File: src/rtl/memwait_pkg.sv
package memwait_pkg;

   // Region index equals the field index inside the configuration byte.
   typedef enum logic [1:0] {
      RGN_OTHER  = 2'd0,
      RGN_ONCHIP = 2'd1,
      RGN_ROM    = 2'd2,
      RGN_RAM    = 2'd3
   } region_e;

   localparam int unsigned NUM_REGIONS = 4;

   // Translate a field code to a wait count: all-ones maps to top_waits.
   function automatic int unsigned code_to_waits(input int unsigned code,
                                                 input int unsigned field_w,
                                                 input int unsigned top_waits);
      int unsigned all_ones;
      all_ones = (1 << field_w) - 1;
      return (code == all_ones) ? top_waits : code;
   endfunction

endpackage

File: src/rtl/memwait_cfg_reg.sv
module memwait_cfg_reg #(
   parameter int unsigned ADDR_W   = 8,
   parameter int unsigned DATA_W   = 8,
   parameter logic [ADDR_W-1:0] CFG_ADDR = 8'hD8,
   parameter logic [DATA_W-1:0] RST_VAL  = 8'hFF
) (
   input  logic              clk,
   input  logic              rst_n,
   input  logic              io_wr,
   input  logic              io_rd,
   input  logic [ADDR_W-1:0] io_addr,
   input  logic [DATA_W-1:0] io_wdata,
   output logic [DATA_W-1:0] io_rdata,
   output logic [DATA_W-1:0] cfg_q
);

   logic hit;

   assign hit = (io_addr == CFG_ADDR);

   always_ff @(posedge clk or negedge rst_n) begin
      if (!rst_n) begin
         cfg_q <= RST_VAL;
      end else if (io_wr && hit) begin
         cfg_q <= io_wdata;
      end
   end

   always_comb begin
      io_rdata = '0;
      if (io_rd && hit) begin
         io_rdata = cfg_q;
      end
   end

endmodule

File: src/rtl/memwait_region_sel.sv
module memwait_region_sel
   import memwait_pkg::*;
#(
   parameter int unsigned FIELD_W   = 2,
   parameter int unsigned DATA_W    = 8,
   parameter int unsigned CNT_W     = 3,
   parameter int unsigned TOP_WAITS = 4
) (
   input  logic [DATA_W-1:0] cfg,
   input  logic              sel_onchip,
   input  logic              sel_ram,
   input  logic              sel_rom,
   output region_e           region,
   output logic [CNT_W-1:0]  region_cnt
);

   logic [CNT_W-1:0] field_cnt [NUM_REGIONS];

   // Decode every field in parallel; the region picks one afterwards.
   for (genvar g = 0; g < NUM_REGIONS; g++) begin : g_field
      logic [FIELD_W-1:0] code;
      assign code         = cfg[g*FIELD_W +: FIELD_W];
      assign field_cnt[g] = CNT_W'(code_to_waits(int'(code), FIELD_W, TOP_WAITS));
   end

   always_comb begin
      if (sel_onchip) begin
         region = RGN_ONCHIP;
      end else if (sel_ram) begin
         region = RGN_RAM;
      end else if (sel_rom) begin
         region = RGN_ROM;
      end else begin
         region = RGN_OTHER;
      end
   end

   assign region_cnt = field_cnt[region];

endmodule

File: src/rtl/memwait_down_ctr.sv
module memwait_down_ctr #(
   parameter int unsigned CNT_W = 3
) (
   input  logic             clk,
   input  logic             rst_n,
   input  logic             load,
   input  logic [CNT_W-1:0] load_val,
   output logic [CNT_W-1:0] cnt,
   output logic             busy
);

   always_ff @(posedge clk or negedge rst_n) begin
      if (!rst_n) begin
         cnt <= '0;
      end else if (load) begin
         cnt <= load_val;
      end else if (cnt != '0) begin
         cnt <= cnt - 1'b1;
      end
   end

   assign busy = (cnt != '0);

endmodule

File: src/rtl/memwait_gen.sv
module memwait_gen
   import memwait_pkg::*;
#(
   parameter int unsigned ADDR_W    = 8,
   parameter int unsigned FIELD_W   = 2,
   parameter int unsigned GLB_W     = 2,
   parameter int unsigned TOP_WAITS = 4,
   parameter logic [ADDR_W-1:0] CFG_ADDR = 8'hD8
) (
   input  logic                        clk,
   input  logic                        rst_n,
   input  logic                        io_wr,
   input  logic                        io_rd,
   input  logic [ADDR_W-1:0]           io_addr,
   input  logic [NUM_REGIONS*FIELD_W-1:0] io_wdata,
   output logic [NUM_REGIONS*FIELD_W-1:0] io_rdata,
   input  logic                        mem_start,
   input  logic                        sel_onchip,
   input  logic                        sel_ram,
   input  logic                        sel_rom,
   input  logic [GLB_W-1:0]            glob_waits,
   input  logic                        ext_wait,
   output logic                        wait_o
);

   localparam int unsigned DATA_W  = NUM_REGIONS * FIELD_W;
   localparam int unsigned GLB_MAX = (1 << GLB_W) - 1;
   localparam int unsigned MAX_W   = (TOP_WAITS > GLB_MAX) ? TOP_WAITS : GLB_MAX;
   localparam int unsigned CNT_W   = $clog2(MAX_W + 1) + 1;
   localparam logic [DATA_W-1:0] RST_VAL = '1;

   if (FIELD_W < 2) begin : g_chk_field
      $error("FIELD_W must be at least 2");
   end
   if (TOP_WAITS < (1 << FIELD_W) - 1) begin : g_chk_top
      $error("TOP_WAITS must not be below the largest plain code");
   end
   if (CNT_W <= GLB_W) begin : g_chk_cnt
      $error("counter narrower than global wait field");
   end

   logic [DATA_W-1:0] cfg_q;
   region_e           region;
   logic [CNT_W-1:0]  region_load;
   logic [CNT_W-1:0]  glob_load;
   logic [CNT_W-1:0]  rgn_cnt;
   logic [CNT_W-1:0]  glb_cnt;
   logic              rgn_busy;
   logic              glb_busy;

   memwait_cfg_reg #(
      .ADDR_W  (ADDR_W),
      .DATA_W  (DATA_W),
      .CFG_ADDR(CFG_ADDR),
      .RST_VAL (RST_VAL)
   ) u_cfg (
      .clk     (clk),
      .rst_n   (rst_n),
      .io_wr   (io_wr),
      .io_rd   (io_rd),
      .io_addr (io_addr),
      .io_wdata(io_wdata),
      .io_rdata(io_rdata),
      .cfg_q   (cfg_q)
   );

   memwait_region_sel #(
      .FIELD_W  (FIELD_W),
      .DATA_W   (DATA_W),
      .CNT_W    (CNT_W),
      .TOP_WAITS(TOP_WAITS)
   ) u_sel (
      .cfg       (cfg_q),
      .sel_onchip(sel_onchip),
      .sel_ram   (sel_ram),
      .sel_rom   (sel_rom),
      .region    (region),
      .region_cnt(region_load)
   );

   assign glob_load = {{(CNT_W-GLB_W){1'b0}}, glob_waits};

   memwait_down_ctr #(.CNT_W(CNT_W)) u_rgn_ctr (
      .clk     (clk),
      .rst_n   (rst_n),
      .load    (mem_start),
      .load_val(region_load),
      .cnt     (rgn_cnt),
      .busy    (rgn_busy)
   );

   memwait_down_ctr #(.CNT_W(CNT_W)) u_glb_ctr (
      .clk     (clk),
      .rst_n   (rst_n),
      .load    (mem_start),
      .load_val(glob_load),
      .cnt     (glb_cnt),
      .busy    (glb_busy)
   );

   assign wait_o = rgn_busy | glb_busy | ext_wait;

endmodule

File: config.mk
export PLATFORM = sky130hd
export DESIGN_NAME = memwait_gen
export DESIGN_NICKNAME = d
export VERILOG_FILES = /design/src/rtl/memwait_pkg.sv /design/src/rtl/memwait_cfg_reg.sv /design/src/rtl/memwait_region_sel.sv /design/src/rtl/memwait_down_ctr.sv /design/src/rtl/memwait_gen.sv
export SDC_FILE = /design/constraint.sdc
export NUM_CORES = 1
export LEC_CHECK = 0
export BUFFER_PORTS_ARGS = -buffer_cell sky130_fd_sc_hd__buf_2
export CORE_UTILIZATION = 45
export DETAILED_ROUTE_END_ITERATION = 6
export PLACE_DENSITY = 0.73
export SLEW_MARGIN = 40
export SYNTH_ARGS = -nofsm -noshare
export SYNTH_HDL_FRONTEND = slang
export SYNTH_SLANG_ARGS = --single-unit
export TNS_END_PERCENT = 20
File: constraint.sdc
create_clock -name clk -period 4.5 [get_ports clk]
set_input_delay 0.675 -clock clk [delete_from_list [all_inputs] [get_ports clk]]
set_output_delay 0.675 -clock clk [all_outputs]
set_load 0.1 [all_outputs]
==> results of run 1 <==
worst max path at each step:
stage	from	to
after global routing	u_rgn_ctr.cnt[0]	wait_o
after global placement	io_addr[1]	io_rdata[2]
after floorplan	io_addr[1]	io_rdata[0]
after detailed placement	io_addr[1]	io_rdata[2]
after CTS	io_addr[1]	io_rdata[2]
final	io_addr[1]	io_rdata[2]
state kept, by name, summed over array words and instances (netlist names):
name and flops:
u_cfg.cfg_q 8, u_glb_ctr.cnt 4, u_rgn_ctr.cnt 4
worst reg2reg max path: cells and delay by family, from the launching register on:
kind / cells / cell delay (ns)
and+or+nand+nor: 1 / 0.46
DFF: 1 / 0.39
AOI/OAI and AO/OA: 1 / 0.20
adders and majority gates: 1 / 0.19
muxes: 1 / 0.15
buffers and inverters: 1 / 0.12
power groups by stage:
stage	clock network, uW	logic [uW]	registers (uW)
after floorplan	0	120	189
final	95.8	152	192
after global routing	107	175	196
after detailed placement	0	155	195
after CTS	97.8	155	192
after global placement	0	147	193
area by class of cell:
type                            instances  area (um^2)
Multi-Input combinational cell         70          578
Sequential cell                        16          410
Inverter                                5         18.8
Clock buffer                            4         36.3
Fill cell                             183          790
Tap cell                               27         33.8
Timing Repair Buffer                   35          175
cells by family (layout without fill, tap and decap cells):
| kind of cell | count (synthesis) | after routing | share of synthesized area |
|---|---|---|---|
| AND/OR/NAND/NOR | 41 | 41 | 0.297 |
| AO/OA/AOI/OAI | 10 | 10 | 0.0663 |
| adder cells (fa/ha/maj) | 3 | 3 | 0.0369 |
| buffers and inverters | 7 | 44 | 0.0295 |
| flip-flops | 16 | 16 | 0.403 |
| multiplexers | 14 | 14 | 0.150 |
| XOR/XNOR | 2 | 2 | 0.0172 |
Yosys cell counts, types with 2 or more instances:
cell / count / area (um^2)
o21ai_0: 3 / 15.0
nand2_1: 3 / 11.3
nor2b_1: 3 / 18.8
nor3_1: 2 / 10.0
ha_1: 3 / 37.5
dfrtp_1: 8 / 200
and2_1: 8 / 50.1
xnor2_1: 2 / 17.5
mux2i_1: 4 / 40.0
nand3b_1: 2 / 15.0
nor4bb_1: 4 / 40.0
dfstp_2: 8 / 210
mux2_2: 10 / 113
nor4b_1: 2 / 17.5
inv_1: 5 / 18.8
nor2_1: 5 / 18.8
layer usage:
metal  wire length (um)  share of wire  GRT usage
met1                848           0.43      0.221
met4                 22          0.011     0.0714
met3                 86          0.043     0.0370
met5                  0              0          0
met2               1020           0.52      0.354
through the flow:
step	utilization	instance area, um^2	setup WS [ns]
global placement	0.596	1220	1.84
global route	0.613	1250	1.73
finish	0.613	1250	1.83
CTS	0.613	1250	1.82
floorplan	-	1020	1.81
detailed placement	0.596	1220	1.82
==> results.py, run 1 <==
metrics = {
    "yosys": {
        "async_flop_share": 1.00,
        "syn_avg_cell_area_um2": 11.0,
        "synthFlopType": "dfstp_2",
        "yosysWarnings": 0,
        "ys_ff_latch": 16,
        "synthCells": 93,
        "synth-edff-count": 0,
        "synth.distinct_cells": 37,
        "synth_seq_area_share": 0.403,
        "syn_nets": 123,
        "syn_area_um2": 1020,
    },
    "timing": {
        "worst_pin_slew_ns": 0.520,
        "fin_setup_tns_ns": 0,
        "finalCriticalPeriod_ns": 2.67,
        "slew_headroom": 0.653,
        "drv_slew": 0,
        "skew_ns": 0.00902,
        "max_freq_mhz": 374,
        "rsz0062_at_grt": "false",
        "finalHoldViolations": 0,
        "hold-worst-slack_ns": 0.272,
        "setup_violations": 0,
        "finalCritPeriodShare": 0.594,
    },
    "cts": {
        "cts_tree": "built",
        "cts_resized": 0,
        "cts.sinks": 16,
        "cts_hold_repair.buffers": 0,
        "htree_levels": 1,
        "clk_pin_slew_ns": 0.10,
        "cts_root_buffer": "clkbuf_4",
        "cts_buffers": 3,
        "clk_path_buf_depth": 2,
        "clk_latency_ns": 0.29,
        "postCtsSetupRepairBufs": 0,
    },
    "pwr": {
        "p_seq_frac": 0.436,
        "power_density_nw_per_um2": 351,
        "finalPower_uw": 440,
        "power.leakage_uw": 0.000586,
        "p_sw_uw": 140,
        "power.internal_uw": 300,
        "power.share.clock": 0.218,
        "ir_drop_uv": 187,
        "swShare": 0.319,
        "comb_power_share": 0.347,
    },
    "critical_path": {
        "crit_top_cell": "buf_2",
        "cpMaxStageDelayCell": "buf_2",
        "cp.arrival_ns": 2.00,
        "r2r-end": "u_rgn_ctr.cnt[1]",
        "worstPathCellList": "buf_2, nor4b_4, and3_2, and2_1, buf_2",
        "cp-end-kind": "primary output",
        "path_depth": 5,
        "reg2reg_from": "u_rgn_ctr.cnt[0]",
        "crit_family": "simple AND/OR/NAND/NOR gates",
        "criticalPathCategory": "in -> out",
        "r2r_cells": 5,
        "critPathRequiredTime_ns": 3.83,
        "startpoint_type": "primary input",
        "cp.buffers_inverters": 2,
        "r2r_setup_slack_ns": 2.89,
        "cpPeakStageDelay_ns": 0.42,
        "path_max_fanout": 8,
    },
    "placement": {
        "port_buffers": 35,
        "hpwl_mm": 1.55,
        "gp_congestion": 0.764,
        "dp.cells": 153,
    },
    "route": {
        "drt_first_pass_iters": 4,
        "ant_nets": 0,
        "wl_per_cell_um": 12.6,
        "num_vias": 820,
        "wl_mm": 1.98,
        "detail_route.iter0.violations": 19,
        "drc_errors": 0,
        "avgViaCountPerCell": 5.22,
    },
    "grt": {
        "grt_max_degree": 17,
        "grtUsageTotal": 0.194,
        "grt_antenna_before_repair": 0,
        "gr-total-overflow": 0,
        "grt_pass1_vias": 832,
        "grt_pass1_wl_mm": 3.59,
    },
    "floorplan": {
        "io-pin-count": 36,
        "die_w_um": 49.6,
        "start_util": 0.499,
        "die_height_um": 49.6,
        "die_area_um2": 2460,
        "rows": 16,
        "design.core.area_um2": 2040,
    },
    "final_layout": {
        "layout.nets": 161,
        "final_cell_mix": "buf_2 (35), mux2_2 (10), and2_1 (8), dfstp_2 (8), dfrtp_1 (8)",
        "diodes": 0,
        "area_delta_synth_final_pct": 23.0,
        "final_common_cell": "buf_2",
        "drive_gt1_frac": 0.485,
        "finalNonFillerCells": 157,
    },
    "outcome": {
        "outcome": "completed",
    },
    "worst_hold_path": {
        "hold_path_class": "in -> async",
    },
    "run": {
        "drv_cap": 0,
    },
}
Note: power is estimated with default switching activity, not from simulation.
==> run 2, diff against run 1 <==
- CORE_UTILIZATION: 45 -> 44
- PLACE_DENSITY: 0.73 -> 0.75
- clock period: 4.5 -> 2.3 ns (I/O delays scaled with it)
==> results.py, run 2 (synthesis gave the netlist of run 1 again) <==
metrics = {
    "timing": {
        "skew_ns": 0.00475,
        "max_freq_mhz": 488,
        "slew_headroom": 0.679,
        "finalHoldViolations": 0,
        "fin_setup_tns_ns": 0,
        "finalCritPeriodShare": 0.891,
        "setup_violations": 0,
        "worst_pin_slew_ns": 0.484,
        "finalCriticalPeriod_ns": 2.05,
        "hold-worst-slack_ns": 0.267,
        "drv_slew": 0,
        "rsz0062_at_grt": "false",
    },
    "grt": {
        "grt_pass1_vias": 808,
        "grt_pass1_wl_mm": 3.43,
        "grt_antenna_before_repair": 0,
        "gr-total-overflow": 0,
        "grt_max_degree": 17,
        "grtUsageTotal": 0.183,
    },
    "route": {
        "wl_mm": 2.08,
        "drc_errors": 0,
        "ant_nets": 0,
        "avgViaCountPerCell": 5.25,
        "num_vias": 834,
        "drt_first_pass_iters": 4,
        "detail_route.iter0.violations": 12,
        "wl_per_cell_um": 13.1,
    },
    "final_layout": {
        "final_cell_mix": "buf_2 (29), mux2_2 (10), and2_1 (8), dfstp_2 (8), dfrtp_1 (8)",
        "layout.nets": 162,
        "largestRegisters": "u_cfg.cfg_q (8), u_glb_ctr.cnt (4), u_rgn_ctr.cnt (4)",
        "post-route-util": 0.620,
        "num-fill-cells": 187,
        "drive_gt1_frac": 0.489,
        "largest_reg_flops": 8,
        "top_register": "u_cfg.cfg_q",
        "area_delta_synth_final_pct": 33.4,
        "fin_area_um2": 1360,
        "final_common_cell": "buf_2",
        "diodes": 0,
    },
    "cts": {
        "clk_latency_ns": 0.29,
        "clk_pin_slew_ns": 0.09,
        "clk_path_buf_depth": 2,
        "cts_root_buffer": "clkbuf_4",
        "postCtsSetupRepairBufs": 0,
        "htree_levels": 1,
        "cts.sinks": 16,
        "cts_buffers": 3,
        "cts_tree": "built",
    },
    "critical_path": {
        "r2r-end": "u_rgn_ctr.cnt[1]",
        "criticalPathCategory": "reg -> out",
        "path_max_fanout": 3,
        "startpoint_type": "register",
        "r2r_cells": 5,
        "cpPeakStageDelay_ns": 0.39,
        "cpMaxStageDelayCell": "dfrtp_1",
        "worstPathCellList": "inv_1, ha_1, nor3b_2, nand3b_1, buf_2",
        "crit_start": "u_rgn_ctr.cnt[0]",
        "cp-end-kind": "primary output",
        "critPathRequiredTime_ns": 1.96,
        "cp.arrival_ns": 1.71,
        "reg2reg_from": "u_rgn_ctr.cnt[0]",
        "r2r_setup_slack_ns": 0.83,
    },
    "pwr": {
        "power_density_nw_per_um2": 635,
        "ir_drop_uv": 441,
        "power.leakage_uw": 0.000608,
        "finalPower_uw": 863,
    },
    "floorplan": {
        "design.core.area_um2": 2190,
        "rows": 17,
        "io-pin-count": 36,
        "die_height_um": 50.1,
        "start_util": 0.465,
        "die_w_um": 50.1,
        "die_area_um2": 2510,
    },
    "worst_hold_path": {
        "hold_depth": 3,
        "hold_path_startpoint": "glob_waits[0]",
        "hold_path_class": "in -> reg",
        "hold_end": "u_glb_ctr.cnt[0]",
    },
    "outcome": {
        "outcome": "completed",
    },
    "placement": {
        "place_area_um2": 1310,
        "hpwl_mm": 1.63,
        "gp_congestion": 0.799,
        "port_buffers": 35,
    },
    "run": {
        "drv_cap": 0,
    },
}
[run 2: changes by cell type in the layout (fill, tap and decap cells not counted)]
cell           change
buf_12             +6
buf_2              -6
dlygate4sd3_1      +1
nor3b_1            -1
nor3b_2            +1
[run 2: critical path, delay by kind of cell, from the launching register on]
family	cells	cell delay, ns
adders and majority gates	1	0.19
buffers and inverters	2	0.41
DFF	1	0.39
and+or+nand+nor	2	0.43
[run 2: worst max-delay path by stage]
stage / to / slack (ns) / cells past startpoint
floorplan: wait_o / 0.14 / 4
global placement: io_rdata[5] / 0.34 / 5
detailed placement: io_rdata[4] / 0.29 / 5
CTS: wait_o / 0.04 / 5
global route: wait_o / 0.12 / 5
finish: wait_o / 0.25 / 5
[run 2: routing by layer]
metal | vias to the layer above | wire length [um] | GRT usage
met1 | 392 | 893 | 0.201
met2 | 29 | 1060 | 0.338
met5 | - | 0 | 0
met3 | 0 | 127 | 0.0648
met4 | 0 | 0 | 0.0286
li1 | 413 | - | -
[run 2: through the flow]
stage          instances  setup WS (ns)
4_1_cts              159         0.0420
3_3_place_gp         154          0.340
5_1_grt              159          0.121
2_1_floorplan         93          0.139
3_5_place_dp         154          0.294
6_report             159          0.250
[run 2: power breakdown]
part | internal, uW | total [uW] | switching [uW]
clock | 96.4 | 184 | 87.7
combinational | 155 | 302 | 147
sequential | 336 | 377 | 40.1
total | 588 | 863 | 275
[run 2: repair_timing]
item                       CTS  global route
gates resized for setup      0             1
setup endpoints to repair    0             1
hold endpoints to repair     8             0
hold buffers                 1             0
[run 2: area by class of cell]
class	instances	area, um^2	share of cell area
Tap cell	28	35.0	0.0258
Clock buffer	4	36.3	0.0267
Sequential cell	16	410	0.302
Inverter	5	18.8	0.0138
Timing Repair Buffer	36	275	0.203
Multi-Input combinational cell	70	583	0.429
